File: src/rtl/ext_irq_pkg.sv
package ext_irq_pkg;

  typedef enum logic [1:0] {
    SNS_LEVEL_LOW = 2'b00,
    SNS_ANY       = 2'b01,
    SNS_FALL      = 2'b10,
    SNS_RISE      = 2'b11
  } sense_e;

  localparam int unsigned NSRC = 8;
  localparam int unsigned IDXW = $clog2(NSRC);

  localparam logic [1:0] ADR_MASK  = 2'd0;
  localparam logic [1:0] ADR_FLAG  = 2'd1;
  localparam logic [1:0] ADR_SNS_L = 2'd2;
  localparam logic [1:0] ADR_SNS_H = 2'd3;

  // Lowest set bit wins; the scan runs downward so the last hit is the lowest.
  function automatic logic [IDXW-1:0] lowest_idx(input logic [NSRC-1:0] vec);
    logic [IDXW-1:0] r;
    r = '0;
    for (int i = NSRC - 1; i >= 0; i--) begin
      if (vec[i]) r = IDXW'(i);
    end
    return r;
  endfunction

  // Does this sense mode fire on a (prev -> cur) transition?
  function automatic logic edge_match(input sense_e m, input logic prev, input logic cur);
    logic r;
    case (m)
      SNS_ANY:  r = prev ^ cur;
      SNS_FALL: r = prev & ~cur;
      SNS_RISE: r = ~prev & cur;
      default:  r = 1'b0;
    endcase
    return r;
  endfunction

endpackage

File: src/rtl/ext_irq_sync.sv
module ext_irq_sync #(
  parameter int unsigned W = 8
) (
  input  logic         clk,
  input  logic         rst_n,
  input  logic [W-1:0] pin_i,
  output logic [W-1:0] sync_o,
  output logic [W-1:0] prev_o
);
  logic [W-1:0] meta_q, sync_q, prev_q;

  // Reset to high: idle pins are pulled up, so no false edge after reset.
  always_ff @(posedge clk or negedge rst_n) begin
    if (!rst_n) begin
      meta_q <= '1;
      sync_q <= '1;
      prev_q <= '1;
    end else begin
      meta_q <= pin_i;
      sync_q <= meta_q;
      prev_q <= sync_q;
    end
  end

  assign sync_o = sync_q;
  assign prev_o = prev_q;
endmodule

File: src/rtl/ext_irq_detect.sv
module ext_irq_detect
  import ext_irq_pkg::*;
#(
  parameter int unsigned W = NSRC
) (
  input  logic [W-1:0]   sync_i,
  input  logic [W-1:0]   prev_i,
  input  logic [2*W-1:0] sense_i,
  output logic [W-1:0]   hit_o,
  output logic [W-1:0]   lvl_act_o
);
  for (genvar g = 0; g < W; g++) begin : g_pin
    sense_e mode;
    assign mode         = sense_e'(sense_i[2*g+1:2*g]);
    assign hit_o[g]     = edge_match(mode, prev_i[g], sync_i[g]);
    assign lvl_act_o[g] = (mode == SNS_LEVEL_LOW) && !sync_i[g];
  end
endmodule

File: src/rtl/ext_irq_regs.sv
module ext_irq_regs
  import ext_irq_pkg::*;
#(
  parameter int unsigned W = NSRC
) (
  input  logic           clk,
  input  logic           rst_n,
  input  logic           wr_i,
  input  logic [1:0]     addr_i,
  input  logic [W-1:0]   wdata_i,
  output logic [W-1:0]   rdata_o,
  input  logic [W-1:0]   hit_i,
  input  logic [W-1:0]   ack_clr_i,
  output logic [W-1:0]   mask_o,
  output logic [2*W-1:0] sense_o,
  output logic [W-1:0]   flag_o,
  output logic [W-1:0]   level_o
);
  logic [W-1:0]   mask_q, flag_q, flag_d;
  logic [2*W-1:0] sense_q, sense_d;
  logic [W-1:0]   level_d, hit_eff, w1c, clr_all;

  always_comb begin
    sense_d = sense_q;
    if (wr_i && addr_i == ADR_SNS_L) sense_d[W-1:0]   = wdata_i;
    if (wr_i && addr_i == ADR_SNS_H) sense_d[2*W-1:W] = wdata_i;
  end

  for (genvar g = 0; g < W; g++) begin : g_lvl
    assign level_d[g] = (sense_d[2*g+1:2*g] == SNS_LEVEL_LOW);
    assign level_o[g] = (sense_q[2*g+1:2*g] == SNS_LEVEL_LOW);
  end

  assign hit_eff = hit_i & ~level_d;
  assign w1c     = (wr_i && addr_i == ADR_FLAG) ? wdata_i : '0;
  assign clr_all = w1c | ack_clr_i;
  // A set on the same edge beats any clear; level mode forces zero.
  assign flag_d  = ((flag_q & ~clr_all) | hit_eff) & ~level_d;

  always_ff @(posedge clk or negedge rst_n) begin
    if (!rst_n) begin
      mask_q  <= '0;
      sense_q <= '0;
      flag_q  <= '0;
    end else begin
      if (wr_i && addr_i == ADR_MASK) mask_q <= wdata_i;
      sense_q <= sense_d;
      flag_q  <= flag_d;
    end
  end

  always_comb begin
    case (addr_i)
      ADR_MASK:  rdata_o = mask_q;
      ADR_FLAG:  rdata_o = flag_q;
      ADR_SNS_L: rdata_o = sense_q[W-1:0];
      default:   rdata_o = sense_q[2*W-1:W];
    endcase
  end

  assign mask_o  = mask_q;
  assign sense_o = sense_q;
  assign flag_o  = flag_q;

  AST_EDGE_SETS_FLAG: assert property (@(posedge clk) disable iff (!rst_n)
    (|hit_eff) |=> ((flag_q & $past(hit_eff)) == $past(hit_eff)));
  AST_W1C_CLEARS: assert property (@(posedge clk) disable iff (!rst_n)
    (|w1c) |=> ((flag_q & $past(w1c & ~hit_eff)) == '0));
  AST_ACK_CLEARS: assert property (@(posedge clk) disable iff (!rst_n)
    (|ack_clr_i) |=> ((flag_q & $past(ack_clr_i & ~hit_eff)) == '0));
  AST_NO_STRAY_FLAG: assert property (@(posedge clk) disable iff (!rst_n)
    ((flag_q & ~$past(flag_q) & ~$past(hit_eff)) == '0));
endmodule

File: src/rtl/ext_irq_prio.sv
module ext_irq_prio
  import ext_irq_pkg::*;
#(
  parameter int unsigned W = NSRC
) (
  input  logic [W-1:0]    req_i,
  output logic            any_o,
  output logic [IDXW-1:0] idx_o
);
  assign any_o = |req_i;
  assign idx_o = lowest_idx(req_i);

  always_comb begin
    if (any_o) begin
      AST_WIN_IS_LOWEST: assert (req_i[idx_o] && ((req_i & ((W'(1) << idx_o) - W'(1))) == '0));
    end
  end
endmodule

File: src/rtl/ext_irq_ctrl.sv
module ext_irq_ctrl
  import ext_irq_pkg::*;
(
  input  logic            clk,
  input  logic            rst_n,
  input  logic [NSRC-1:0] pin_i,
  input  logic            bus_wr_i,
  input  logic [1:0]      bus_addr_i,
  input  logic [NSRC-1:0] bus_wdata_i,
  output logic [NSRC-1:0] bus_rdata_o,
  input  logic            gie_i,
  input  logic            ack_i,
  output logic            irq_o,
  output logic [IDXW-1:0] irq_idx_o
);
  logic [NSRC-1:0]   sync_w, prev_w, hit_w, lvl_act_w;
  logic [NSRC-1:0]   mask_w, flag_w, level_w, pending_w, req_w, ack_clr_w;
  logic [2*NSRC-1:0] sense_w;
  logic              any_w;
  logic [IDXW-1:0]   idx_w;

  ext_irq_sync #(.W(NSRC)) u_sync (
    .clk(clk), .rst_n(rst_n), .pin_i(pin_i), .sync_o(sync_w), .prev_o(prev_w)
  );

  ext_irq_detect #(.W(NSRC)) u_det (
    .sync_i(sync_w), .prev_i(prev_w), .sense_i(sense_w),
    .hit_o(hit_w), .lvl_act_o(lvl_act_w)
  );

  ext_irq_regs #(.W(NSRC)) u_regs (
    .clk(clk), .rst_n(rst_n), .wr_i(bus_wr_i), .addr_i(bus_addr_i),
    .wdata_i(bus_wdata_i), .rdata_o(bus_rdata_o), .hit_i(hit_w),
    .ack_clr_i(ack_clr_w), .mask_o(mask_w), .sense_o(sense_w),
    .flag_o(flag_w), .level_o(level_w)
  );

  assign pending_w = (flag_w & ~level_w) | lvl_act_w;
  assign req_w     = pending_w & mask_w & {NSRC{gie_i}};

  ext_irq_prio #(.W(NSRC)) u_prio (
    .req_i(req_w), .any_o(any_w), .idx_o(idx_w)
  );

  assign irq_o     = any_w;
  assign irq_idx_o = idx_w;
  assign ack_clr_w = (ack_i && any_w) ? (NSRC'(1) << idx_w) : '0;

  AST_IRQ_NEEDS_GIE: assert property (@(posedge clk) disable iff (!rst_n)
    irq_o |-> gie_i);
  AST_IRQ_SOURCE_OK: assert property (@(posedge clk) disable iff (!rst_n)
    irq_o |-> (mask_w[irq_idx_o] && pending_w[irq_idx_o]));
  AST_LEVEL_FLAG_ZERO: assert property (@(posedge clk) disable iff (!rst_n)
    ((flag_w & level_w) == '0));
  AST_ACK_ONEHOT: assert property (@(posedge clk) disable iff (!rst_n)
    $onehot0(ack_clr_w));
endmodule

File: config.mk
export PLATFORM = sky130hd
export DESIGN_NAME = ext_irq_ctrl
export DESIGN_NICKNAME = d
export VERILOG_FILES = /design/src/rtl/ext_irq_pkg.sv /design/src/rtl/ext_irq_sync.sv /design/src/rtl/ext_irq_detect.sv /design/src/rtl/ext_irq_regs.sv /design/src/rtl/ext_irq_prio.sv /design/src/rtl/ext_irq_ctrl.sv
export SDC_FILE = /design/constraint.sdc
export NUM_CORES = 1
export LEC_CHECK = 0
export BUFFER_PORTS_ARGS = -buffer_cell sky130_fd_sc_hd__buf_2
export CAP_MARGIN = 20
export CORE_ASPECT_RATIO = 0.5
export CORE_UTILIZATION = 55
export CTS_BUF_LIST = sky130_fd_sc_hd__clkbuf_8
export CTS_CLUSTER_DIAMETER = 150
export CTS_CLUSTER_SIZE = 20
export DETAILED_ROUTE_END_ITERATION = 8
export GPL_TIMING_DRIVEN = 1
export HOLD_SLACK_MARGIN = 0.08
export PLACE_DENSITY_LB_ADDON = 0.12
export SLEW_MARGIN = 15
export SYNTH_ARGS = -nofsm -noshare
export SYNTH_HDL_FRONTEND = slang
export SYNTH_HIERARCHICAL = 1
export SYNTH_SLANG_ARGS = --single-unit
File: constraint.sdc
create_clock -name clk -period 3.27 [get_ports clk]
set_clock_uncertainty 0.15 [all_clocks]
set_input_delay 0.981 -clock clk [delete_from_list [all_inputs] [get_ports clk]]
set_output_delay 0.981 -clock clk [all_outputs]
set_load 0.1 [all_outputs]
==> qor.csv, run 1 <==
stage;metric;value;unit
floorplanning;Rows;19;
floorplanning;chip width;109;microns
sta;period utilization;98.9;%
drt;final antenna-violating net count;0;
min_path;type of the most critical hold path;flop to flop;
synth;ys flop type;dfrtp_1;
grt;largest net degree at the start of global routing;57;
clock_tree;Max H-tree Level;2;
placement;DP HPWL;5250;microns
floorplanning;Initial Util;57.2;%
sta;Setup-failing EPs final;0;
grt;wire length of the first global-routing pass;12000;microns
synth;synthesized area;0.00314;sq mm
synth;Syn Area/Cell;11.3;sq um
layout;commonest non-fill, non-tap cell in the layout;dfrtp_1;
layout;Nets;359;
worst_setup_path;WP data required;2.14;ns
synth;Yosys warnings;6;
worst_setup_path;critical path class;input pin to output port;
clock_tree;CTS clk-pin slew, worst paths;0.10;ns
placement;placed instance area;0.00350;sq mm
floorplanning;die area;0.00603;sq mm
clock_tree;clk_lat worst skew;0.32;ns
power_and_ir_drop;power density cells;638;mW/mm^2
sta;Slew headroom;51.9;%
synth;synthesis-stage register bit count;56;
clock_tree;Max clock buf depth;2;
clock_tree;CTS root buf;clkbuf_8;
drt;DR vias/cell;5.78;
placement;PortBufs;34;
grt;gr usage total;26.9;%
sta;fmax;309;MHz
worst_setup_path;Worst setup EP type;output port;
power_and_ir_drop;Worst VDD drop;0.000338;V
clock_tree;cts bufs inserted;5;
sta;Worst-Margin Slew;0.722;ns
power_and_ir_drop;LEAKAGE;0.00169;uW
placement;routability cong.;0.903;
clock_tree;CTS sink count;56;
status;status;complete, no violations;
grt;initial antenna violation count;0;
synth;Async SR Flop Fraction;100;%
sta;fin worst setup slack;0.0367;ns
synth;Post-Syn Instances;279;
synth;number of distinct library cells after synthesis;38;
power_and_ir_drop;total power;2330;uW
synth;number of synthesized flops with an enable pin;0;
layout;synthesis-to-layout area growth;16.2;%
sta;Slew Viols, Final;0;
sta;RSZ-0062 raised after global routing;no;
worst_setup_path;CP Launch Type;input pin;
worst_setup_path;CP max FO;8;
drt;routed len/inst;18.2;microns
grt;grt total ovfl;0;
layout;Inserted Diodes;0;
sta;Hold Fails Final Rpt;0;
floorplanning;DIE HEIGHT;55.4;microns
synth;Synth Net Count;318;
drt;DRC errors left;0;
worst_setup_path;CP arrival;2.10;ns
clock_tree;Post-CTS Setup Inserts;0;
layout;commonest non-fill, non-tap cells in the layout;dfrtp_1, buf_2, nand2_1, inv_1, dfstp_2;
grt;vias in the first global route;2398;
drt;drt pass-1 iters;4;
layout;fin area;0.00365;sq mm
clock_tree;TritonCTS clock tree;built;
floorplanning;core box area;0.00549;sq mm
sta;Final min period;3.23;ns
drt;total number of vias;2276;
placement;post-place setup slack;-0.0112;ns
drt;number of DRC markers after the initial detailed-route iteration;180;
synth;sequential fraction of the synthesis area;45.6;%
flow_run;Max-Cap Viols;0;
drt;Detailed Route WL;7190;microns
floorplanning;I/O pins;35;
layout;Core Util, Final;66.4;%
layout;share of post-route cells with drive strength above 1;36.4;%
-- cell usage after synthesis, types with 6 or more instances --
cell type  number  area share [%]
a32o_1          6             1.9
dfrtp_1        32              26
dfstp_2        24              20
ha_1           16             6.4
inv_1          25             3.0
mux2_2          6             2.2
mux2_4         10             4.8
mux4_2          8             5.7
nand2_1        26             3.1
nand2b_1       14             2.8
nor2_1         18             2.2
nor2b_1        15             3.0
nor3_1         14             2.2
o211a_1         8             2.6
o21ai_0         9             1.4
-- logic make-up after synthesis --
logic type      count (synthesis)  synth area share, %
mux                            27                 13.7
compound gates                 44                 11.1
flops                          56                 45.6
fa+ha+maj                      16                 6.38
buf+inv                        34                 5.42
simple gates                  102                 17.9
-- where the power goes --
group / internal [uW] / switching [uW]
registers: 807 / 122
logic: 372 / 626
clock network: 170 / 231
total: 1350 / 979
-- flip-flops by register name, indices dropped and copies added, names as in the netlist --
name	flops
u_regs/mask_o	8
u_sync/meta_q	8
u_regs/sense_o	16
u_regs/flag_o	8
u_sync/prev_o	8
u_sync/sync_o	8
-- stage by stage --
step                hold slack [ns]  TNS [ns]  instances
global route                  0.213         0        394
detailed placement            0.197   -0.0112        386
floorplan                     0.195     -1.44        279
CTS                           0.212         0        394
finish                        0.206         0        394
global placement              0.195         0        386
-- area by class of cell --
type / count / area (sq um)
inverters: 25 / 93.8
well taps: 73 / 91.3
clock buffers: 6 / 82.6
repair buffers: 43 / 313
clock inverters: 2 / 10.0
flip-flops and latches: 56 / 1430
multi-input cells: 189 / 1620
fillers: 418 / 1840
-- worst max-delay path: stages --
cell	delay [ns]
clkbuf_4	0.18
o211a_4	0.18
nor4_4	0.31
and3b_2	0.27
buf_12	0.17
-- layer usage --
layer | share of wire (%) | wire length, microns | track usage (%) | vias to the layer above
met2 | 47 | 3350 | 41.1 | 72
li1 | - | - | - | 1060
met5 | 0 | 0 | 0 | -
met3 | 7.2 | 519 | 7.08 | 15
met1 | 45 | 3200 | 36.4 | 1129
met4 | 1.6 | 113 | 11.0 | 0
-- final timing paths --
check | from | slack, ns | cells past startpoint | endpoint
worst max-delay path | gie_i | 0.04 | 5 | irq_idx_o[2]
worst min-delay path | u_sync/meta_q[2]$_DFF_PN1_ | 0.21 | 0 | u_sync/sync_o[2]$_DFF_PN1_
worst max register to register | u_regs/sense_o[13]$_DFF_PN0_ | 0.55 | 10 | u_regs/flag_o[0]$_DFF_PN0_
worst min register to register | u_sync/meta_q[2]$_DFF_PN1_ | 0.21 | 0 | u_sync/sync_o[2]$_DFF_PN1_
max in group asynchronous | rst_n | 1.81 | 2 | u_regs/sense_o[9]$_DFF_PN0_
min in group asynchronous | rst_n | 0.61 | 2 | u_regs/sense_o[15]$_DFF_PN0_
-- repair_timing --
item                                    in CTS  in global routing
pin swaps                                    0                  2
hold buffers                                 0                  0
gates resized for setup                      1                 11
endpoints found under the setup margin       1                  4
No activity file was read; power rests on OpenSTA's default activity.
==> inputs of run 2 (changes only) <==
==> constraint.sdc (replaced) <==
create_clock -name clk -period 3.4 [get_ports clk]
set_clock_uncertainty 0.15 [all_clocks]
set_input_delay 1.02 -clock clk [delete_from_list [all_inputs] [get_ports clk]]
set_output_delay 1.02 -clock clk [all_outputs]
set_load 0.1 [all_outputs]
==> run 2 against run 1 <==
Against the previous run: sequential share of layout area grew 0.71 points; non-clock buffer count shrank 3; cell area shrank 2.0%; sequential power shrank 4.2%; count of clock-buffer cells in the layout shrank 1; hold slack gained 0.0031 ns; register-to-register slack gained 0.16 ns; utilization shrank 1.3 points; critical path type unchanged.
==> qor.csv, run 2 (synthesis gave the netlist of run 1 again) <==
stage;metric;value;unit;change
placement;dpl cells;383;;was 386
power_and_ir_drop;Logic pwr share;43.1;%;was 42.9%
worst_setup_path;FF-to-FF Start;u_regs/sense_o[5]$_DFF_PN0_;;was u_regs/sense_o[13]$_DFF_PN0_
floorplanning;chip width;109;microns;unchanged
worst_setup_path;CP arrival;2.17;ns;was 2.10 ns
worst_setup_path;reg-to-reg endpoint;u_regs/flag_o[0]$_DFF_PN0_;;unchanged
grt;wire length of the first global-routing pass;11300;microns;was 12000 microns
clock_tree;Max clock buf depth;2;;unchanged
floorplanning;die area;0.00603;sq mm;unchanged
clock_tree;CTS root buf;clkbuf_8;;unchanged
layout;Non-Filler Instances;391;;was 394
status;status;complete, no violations;;unchanged
worst_setup_path;Worst setup EP type;output port;;unchanged
grt;met1 Use GR;36.4;%;about the same
floorplanning;core box area;0.00549;sq mm;unchanged
placement;post-place setup slack;0.0501;ns;was -0.0112 ns
grt;vias in the first global route;2279;;was 2398
clock_tree;CTS hold repair buffers;0;;unchanged
worst_setup_path;CP max FO;8;;unchanged
drt;routed len/inst;17.4;microns;was 18.2 microns
power_and_ir_drop;P_sw;913;uW;was 979 uW
layout;synthesis-to-layout area growth;13.9;%;was 16.2%
worst_setup_path;WP data required;2.23;ns;was 2.14 ns
sta;Setup-failing EPs final;0;;unchanged
grt;initial antenna violation count;0;;unchanged
drt;DRC errors left;0;;unchanged
drt;number of DRC markers after the initial detailed-route iteration;103;;was 180
clock_tree;TritonCTS clock tree;built;;unchanged
worst_setup_path;CP Launch Type;input pin;;unchanged
min_path;type of the most critical hold path;flop to flop;;unchanged
clock_tree;CTS sink count;56;;unchanged
sta;Worst-Margin Slew;0.698;ns;was 0.722 ns
drt;DR vias/cell;5.90;;was 5.78
layout;Nets;356;;was 359
sta;Slew Viols, Final;0;;unchanged
power_and_ir_drop;Worst VDD drop;0.000348;V;was 0.000338 V
grt;largest net degree at the start of global routing;57;;unchanged
placement;routability cong.;0.914;;was 0.903
clock_tree;cts bufs inserted;5;;unchanged
power_and_ir_drop;LEAKAGE;0.00169;uW;about the same
floorplanning;DIE HEIGHT;55.4;microns;unchanged
power_and_ir_drop;Int Power;1260;uW;was 1350 uW
clock_tree;Max H-tree Level;2;;unchanged
sta;period utilization;98.3;%;
clock_tree;Post-CTS Setup Inserts;0;;unchanged
floorplanning;Rows;19;;unchanged
min_path;hold path start;u_sync/meta_q[5]$_DFF_PN1_;;was u_sync/meta_q[2]$_DFF_PN1_
grt;gr usage total;25.0;%;was 26.9%
layout;commonest non-fill, non-tap cell in the layout;dfrtp_1;;unchanged
sta;fmax;299;MHz;
grt;Top Usage Layer GRT;met2;;unchanged
power_and_ir_drop;switching share of power;42.1;%;about the same
power_and_ir_drop;Flop pwr share;41.0;%;was 39.9%
worst_setup_path;r2r setup slk;0.71;ns;was 0.55 ns
placement;PortBufs;34;;unchanged
layout;share of post-route cells with drive strength above 1;32.7;%;was 36.4%
sta;Slew headroom;53.5;%;was 51.9%
power_and_ir_drop;clock group share of total power;15.9;%;was 17.2%
layout;Inserted Diodes;0;;unchanged
grt;grt total ovfl;0;;unchanged
worst_setup_path;critical path class;input pin to output port;;unchanged
layout;commonest non-fill, non-tap cells in the layout;dfrtp_1, buf_2, inv_1, nand2_1, dfstp_2;;was dfrtp_1, buf_2, nand2_1, inv_1, dfstp_2
floorplanning;I/O pins;35;;unchanged
sta;fin worst setup slack;0.0575;ns;was 0.0367 ns
grt;met2 Use GR;37.9;%;was 41.1%
power_and_ir_drop;power density cells;606;mW/mm^2;was 638 mW/mm^2
min_path;Worst Hold End;u_sync/sync_o[5]$_DFF_PN1_;;was u_sync/sync_o[2]$_DFF_PN1_
drt;drt pass-1 iters;4;;unchanged
floorplanning;Initial Util;57.2;%;unchanged
drt;total number of vias;2306;;was 2276
drt;final antenna-violating net count;0;;unchanged
flow_run;Max-Cap Viols;0;;unchanged
min_path;worst hold path stage count;0;;unchanged
placement;DP HPWL;4930;microns;was 5250 microns
clock_tree;clk_lat worst skew;0.31;ns;was 0.32 ns
worst_setup_path;Worst R2R Path Depth;10;;unchanged
drt;Detailed Route WL;6800;microns;was 7190 microns
sta;Final min period;3.34;ns;
grt;met3 usage;5.90;%;was 7.08%
clock_tree;CTS clk-pin slew, worst paths;0.09;ns;was 0.10 ns
layout;Largest register FFs;16;;unchanged
sta;Hold Fails Final Rpt;0;;unchanged
-- run 2: changes by cell type in the layout (fill, tap and decap cells not counted), moves of 3 or more --
cell     previous run  this run
o211a_1             4         7
o211a_4             4         1
nor2_2              3         0
buf_4               7         4
nor2_1             15        18
-- run 2: layer usage --
layer	share of wire (%)	up-vias
met4	0.63	0
met5	0	-
met2	46	82
met1	45	1157
met3	7.8	7
li1	-	1060
-- run 2: worst max-delay path by stage --
stage                        end   from  cells past startpoint
floorplan           irq_idx_o[0]  gie_i                      5
global placement    irq_idx_o[2]  gie_i                      5
detailed placement  irq_idx_o[2]  gie_i                      5
CTS                 irq_idx_o[2]  gie_i                      5
global route        irq_idx_o[2]  gie_i                      5
finish              irq_idx_o[2]  gie_i                      5
-- run 2: final cells by class --
| class | count | area, sq um |
|---|---|---|
| multi-input combinational | 189 | 1590 |
| sequential | 56 | 1430 |
| fill | 422 | 1910 |
| tap | 73 | 91.3 |
| clock buffer | 5 | 68.8 |
| inverter | 25 | 93.8 |
| clock inverter | 3 | 12.5 |
| timing repair buffer | 40 | 285 |
-- run 2: repair_timing --
item / CTS / global route
gates resized for setup: 0 / 2
hold endpoints to repair: 0 / 0
setup endpoints to repair: 0 / 1
-- run 2: stage by stage --
step           TNS, ns  instance area (sq um)  hold WS (ns)  utilization (%)  total power (uW)
6_report             0                   3580         0.210             65.1              2170
5_1_grt        -0.0260                   3580         0.214             65.1              2280
4_1_cts              0                   3560         0.210             64.8              2170
3_5_place_dp         0                   3480         0.197             63.4              1820
3_3_place_gp         0                   3480         0.195             63.4              1800
2_1_floorplan   -0.849                   3190         0.195                -              1580
-- run 2: power groups by stage --
| stage | clock network [uW] | registers, uW | logic (uW) |
|---|---|---|---|
| after floorplan | 0 | 859 | 721 |
| after global placement | 0 | 894 | 904 |
| after detailed placement | 0 | 897 | 921 |
| after CTS | 358 | 887 | 922 |
| after global routing | 393 | 905 | 987 |
| final | 344 | 890 | 935 |
-- run 2: worst max-delay path, cell delays in order --
cell and delay [ns]:
buf_2 0.16, o211a_1 0.20, nor4_4 0.32, and3b_2 0.29, buf_12 0.17
==> inputs of run 3 (changes only) <==
--- a/config.mk
+++ b/config.mk
@@ -7,7 +7,7 @@
 export LEC_CHECK = 0
 export BUFFER_PORTS_ARGS = -buffer_cell sky130_fd_sc_hd__buf_2
 export CAP_MARGIN = 20
-export CORE_ASPECT_RATIO = 0.5
+export CORE_ASPECT_RATIO = 0.8
 export CORE_UTILIZATION = 55
 export CTS_BUF_LIST = sky130_fd_sc_hd__clkbuf_8
 export CTS_CLUSTER_DIAMETER = 150
==> run 3 against run 2 <==
Against the previous run: via count fell by 1.6%; sequential power barely moved; largest cell class unchanged; clock power rose by 25%; count of clock-buffer cells in the layout did not move; die area fell by 0.27%; hold slack barely moved; cell count rose by 1.3%; highest routed layer unchanged; utilization rose by 0.82 points; combinational power rose by 0.6%; sequential cell count did not move; total power rose by 4.3%; largest power group unchanged; critical path depth did not move.
==> qor.csv, run 3 (synthesis gave the netlist of run 1 again) <==
stage;metric;value;unit;change
power_and_ir_drop;P_sw;923;uW;was 913 uW
floorplanning;core box area;0.00547;sq mm;was 0.00549 sq mm
worst_setup_path;critical path class;input pin to output port;;unchanged
worst_setup_path;CP Launch Type;input pin;;unchanged
drt;final antenna-violating net count;0;;unchanged
drt;DRC errors left;0;;unchanged
power_and_ir_drop;clock group share of total power;19.0;%;was 15.9%
power_and_ir_drop;power density cells;627;mW/mm^2;was 606 mW/mm^2
sta;Setup-failing EPs final;0;;unchanged
sta;period utilization;97.9;%;was 98.3%
clock_tree;clk_lat worst skew;0.32;ns;was 0.31 ns
grt;vias in the first global route;2286;;was 2279
grt;grt total ovfl;0;;unchanged
sta;fmax;300;MHz;was 299 MHz
worst_setup_path;FF-to-FF Start;u_regs/sense_o[9]$_DFF_PN0_;;was u_regs/sense_o[5]$_DFF_PN0_
floorplanning;die area;0.00602;sq mm;was 0.00603 sq mm
power_and_ir_drop;Logic pwr share;41.6;%;was 43.1%
layout;Inserted Diodes;0;;unchanged
worst_setup_path;Worst Setup EP;irq_idx_o[1];;was irq_idx_o[2]
clock_tree;cts bufs inserted;5;;unchanged
sta;Slew Viols, Final;0;;unchanged
worst_setup_path;crit path launch;gie_i;;unchanged
floorplanning;I/O pins;35;;unchanged
status;status;complete, no violations;;unchanged
placement;routability cong.;0.808;;was 0.914
clock_tree;CTS clk-pin slew, worst paths;0.09;ns;about the same
clock_tree;CTS sink count;56;;unchanged
layout;synthesis-to-layout area growth;14.8;%;was 13.9%
floorplanning;Rows;24;;was 19
floorplanning;Initial Util;57.4;%;was 57.2%
power_and_ir_drop;Int Power;1340;uW;was 1260 uW
sta;fin worst setup slack;0.0720;ns;was 0.0575 ns
drt;total number of vias;2269;;was 2306
worst_setup_path;WP data required;2.23;ns;about the same
drt;DR vias/cell;5.73;;was 5.90
sta;Hold Fails Final Rpt;0;;unchanged
floorplanning;DIE HEIGHT;69.6;microns;was 55.4 microns
sta;Slew headroom;60.4;%;was 53.5%
clock_tree;Post-CTS Setup Inserts;0;;unchanged
power_and_ir_drop;switching share of power;40.8;%;was 42.1%
power_and_ir_drop;Flop pwr share;39.4;%;was 41.0%
drt;Detailed Route WL;6860;microns;was 6800 microns
drt;number of DRC markers after the initial detailed-route iteration;102;;was 103
layout;Nets;356;;unchanged
clock_tree;TritonCTS clock tree;built;;unchanged
grt;gr usage total;25.2;%;was 25.0%
layout;commonest non-fill, non-tap cell in the layout;dfrtp_1;;unchanged
clock_tree;CTS root buf;clkbuf_8;;unchanged
clock_tree;Max clock buf depth;2;;unchanged
sta;Worst-Margin Slew;0.594;ns;was 0.698 ns
sta;Setup TNS;0;ns;unchanged
grt;largest net degree at the start of global routing;32;;was 57
sta;RSZ-0062 raised after global routing;no;;
flow_run;Max-Cap Viols;0;;unchanged
placement;post-place setup slack;-0.0642;ns;was 0.0501 ns
layout;Largest register FFs;16;;unchanged
worst_setup_path;r2r setup slk;0.68;ns;was 0.71 ns
power_and_ir_drop;LEAKAGE;0.00169;uW;about the same
min_path;type of the most critical hold path;flop to flop;;unchanged
layout;commonest non-fill, non-tap cells in the layout;dfrtp_1, buf_2, nand2_1, inv_1, dfstp_2;;was dfrtp_1, buf_2, inv_1, nand2_1, dfstp_2
drt;routed len/inst;17.3;microns;was 17.4 microns
grt;wire length of the first global-routing pass;11200;microns;was 11300 microns
worst_setup_path;Crit path largest cell delay;0.28;ns;was 0.32 ns
worst_setup_path;CP max FO;8;;unchanged
worst_setup_path;reg-to-reg endpoint;u_regs/flag_o[0]$_DFF_PN0_;;unchanged
worst_setup_path;CP arrival;2.16;ns;was 2.17 ns
grt;initial antenna violation count;0;;unchanged
drt;drt pass-1 iters;4;;unchanged
power_and_ir_drop;Worst VDD drop;0.000334;V;was 0.000348 V
floorplanning;chip width;86.5;microns;was 109 microns
placement;DP HPWL;4910;microns;was 4930 microns
worst_setup_path;Worst setup EP type;output port;;unchanged
placement;PortBufs;34;;unchanged
clock_tree;CTS hold repair buffers;0;;unchanged
layout;# fillers;441;;was 422
worst_setup_path;CP Cell Sequence;buf_2 -> o211a_1 -> o21ai_0 -> a21boi_4 -> buf_12;;was buf_2 -> o211a_1 -> nor4_4 -> and3b_2 -> buf_12
layout;share of post-route cells with drive strength above 1;33.3;%;was 32.7%
worst_setup_path;Critical-path top delay cell;o211a_1;;was nor4_4
clock_tree;Max H-tree Level;2;;unchanged
worst_setup_path;Worst R2R Path Depth;10;;unchanged
sta;Final min period;3.33;ns;was 3.34 ns
-- run 3: changes by cell type in the layout (fill, tap and decap cells not counted), sizes merged --
cell	previous run	this run
bufinv	0	1
inv	27	26
-- run 3: metal layers --
layer	wire length [microns]	up-vias	track usage, %
li1	-	1060	-
met1	3360	1152	37.1
met2	3090	48	37.2
met3	321	9	5.24
met4	80	0	8.52
met5	0	-	0
-- run 3: final cells by class --
class	instances	area (sq um)	area share (%)
Clock buffer	5	68.8	1.91
Timing Repair Buffer	40	278	7.71
Multi-Input combinational cell	189	1600	44.3
Inverter	25	93.8	2.60
Clock inverter	3	38.8	1.08
Sequential cell	56	1430	39.7
Tap cell	78	97.6	2.71
-- run 3: timing repair --
action / in CTS / in global routing
pin swaps: 0 / 1
cloned: 0 / 0
resized for setup: 1 / 5
endpoints found under the setup margin: 8 / 3
-- run 3: worst min-delay path by stage --
| stage | from | end | cells after the start |
|---|---|---|---|
| 2_1_floorplan | u_sync/meta_q[0]$_DFF_PN1_ | u_sync/sync_o[0]$_DFF_PN1_ | 0 |
| 5_1_grt | u_sync/meta_q[2]$_DFF_PN1_ | u_sync/sync_o[2]$_DFF_PN1_ | 0 |
| 6_report | u_sync/meta_q[6]$_DFF_PN1_ | u_sync/sync_o[6]$_DFF_PN1_ | 0 |
| 3_5_place_dp | u_sync/meta_q[6]$_DFF_PN1_ | u_sync/sync_o[6]$_DFF_PN1_ | 0 |
| 4_1_cts | u_sync/meta_q[6]$_DFF_PN1_ | u_sync/sync_o[6]$_DFF_PN1_ | 0 |
| 3_3_place_gp | u_sync/meta_q[5]$_DFF_PN1_ | u_sync/sync_o[5]$_DFF_PN1_ | 0 |
-- run 3: through the flow --
step	instance area, sq um	power, uW	hold WS (ns)	std cells	util (%)
finish	3600	2260	0.210	396	66.0
global route	3600	2370	0.215	396	66.0
CTS	3580	2260	0.210	396	65.6
detailed placement	3470	1820	0.197	388	63.6
global placement	3470	1800	0.196	388	63.6
floorplan	3190	1580	0.195	279	-
-- run 3: worst max-delay path: cells and delay by family --
family / cells / cell delay, ns
AOI/OAI and AO/OA: 3 / 0.71
buffers and inverters: 2 / 0.42
-- run 3: power by group through the flow --
stage,logic (uW),clock network [uW],registers [uW]
after floorplan,721,0,859
after global placement,907,0,898
after detailed placement,923,0,899
after CTS,925,445,887
after global routing,996,466,906
final,941,431,890
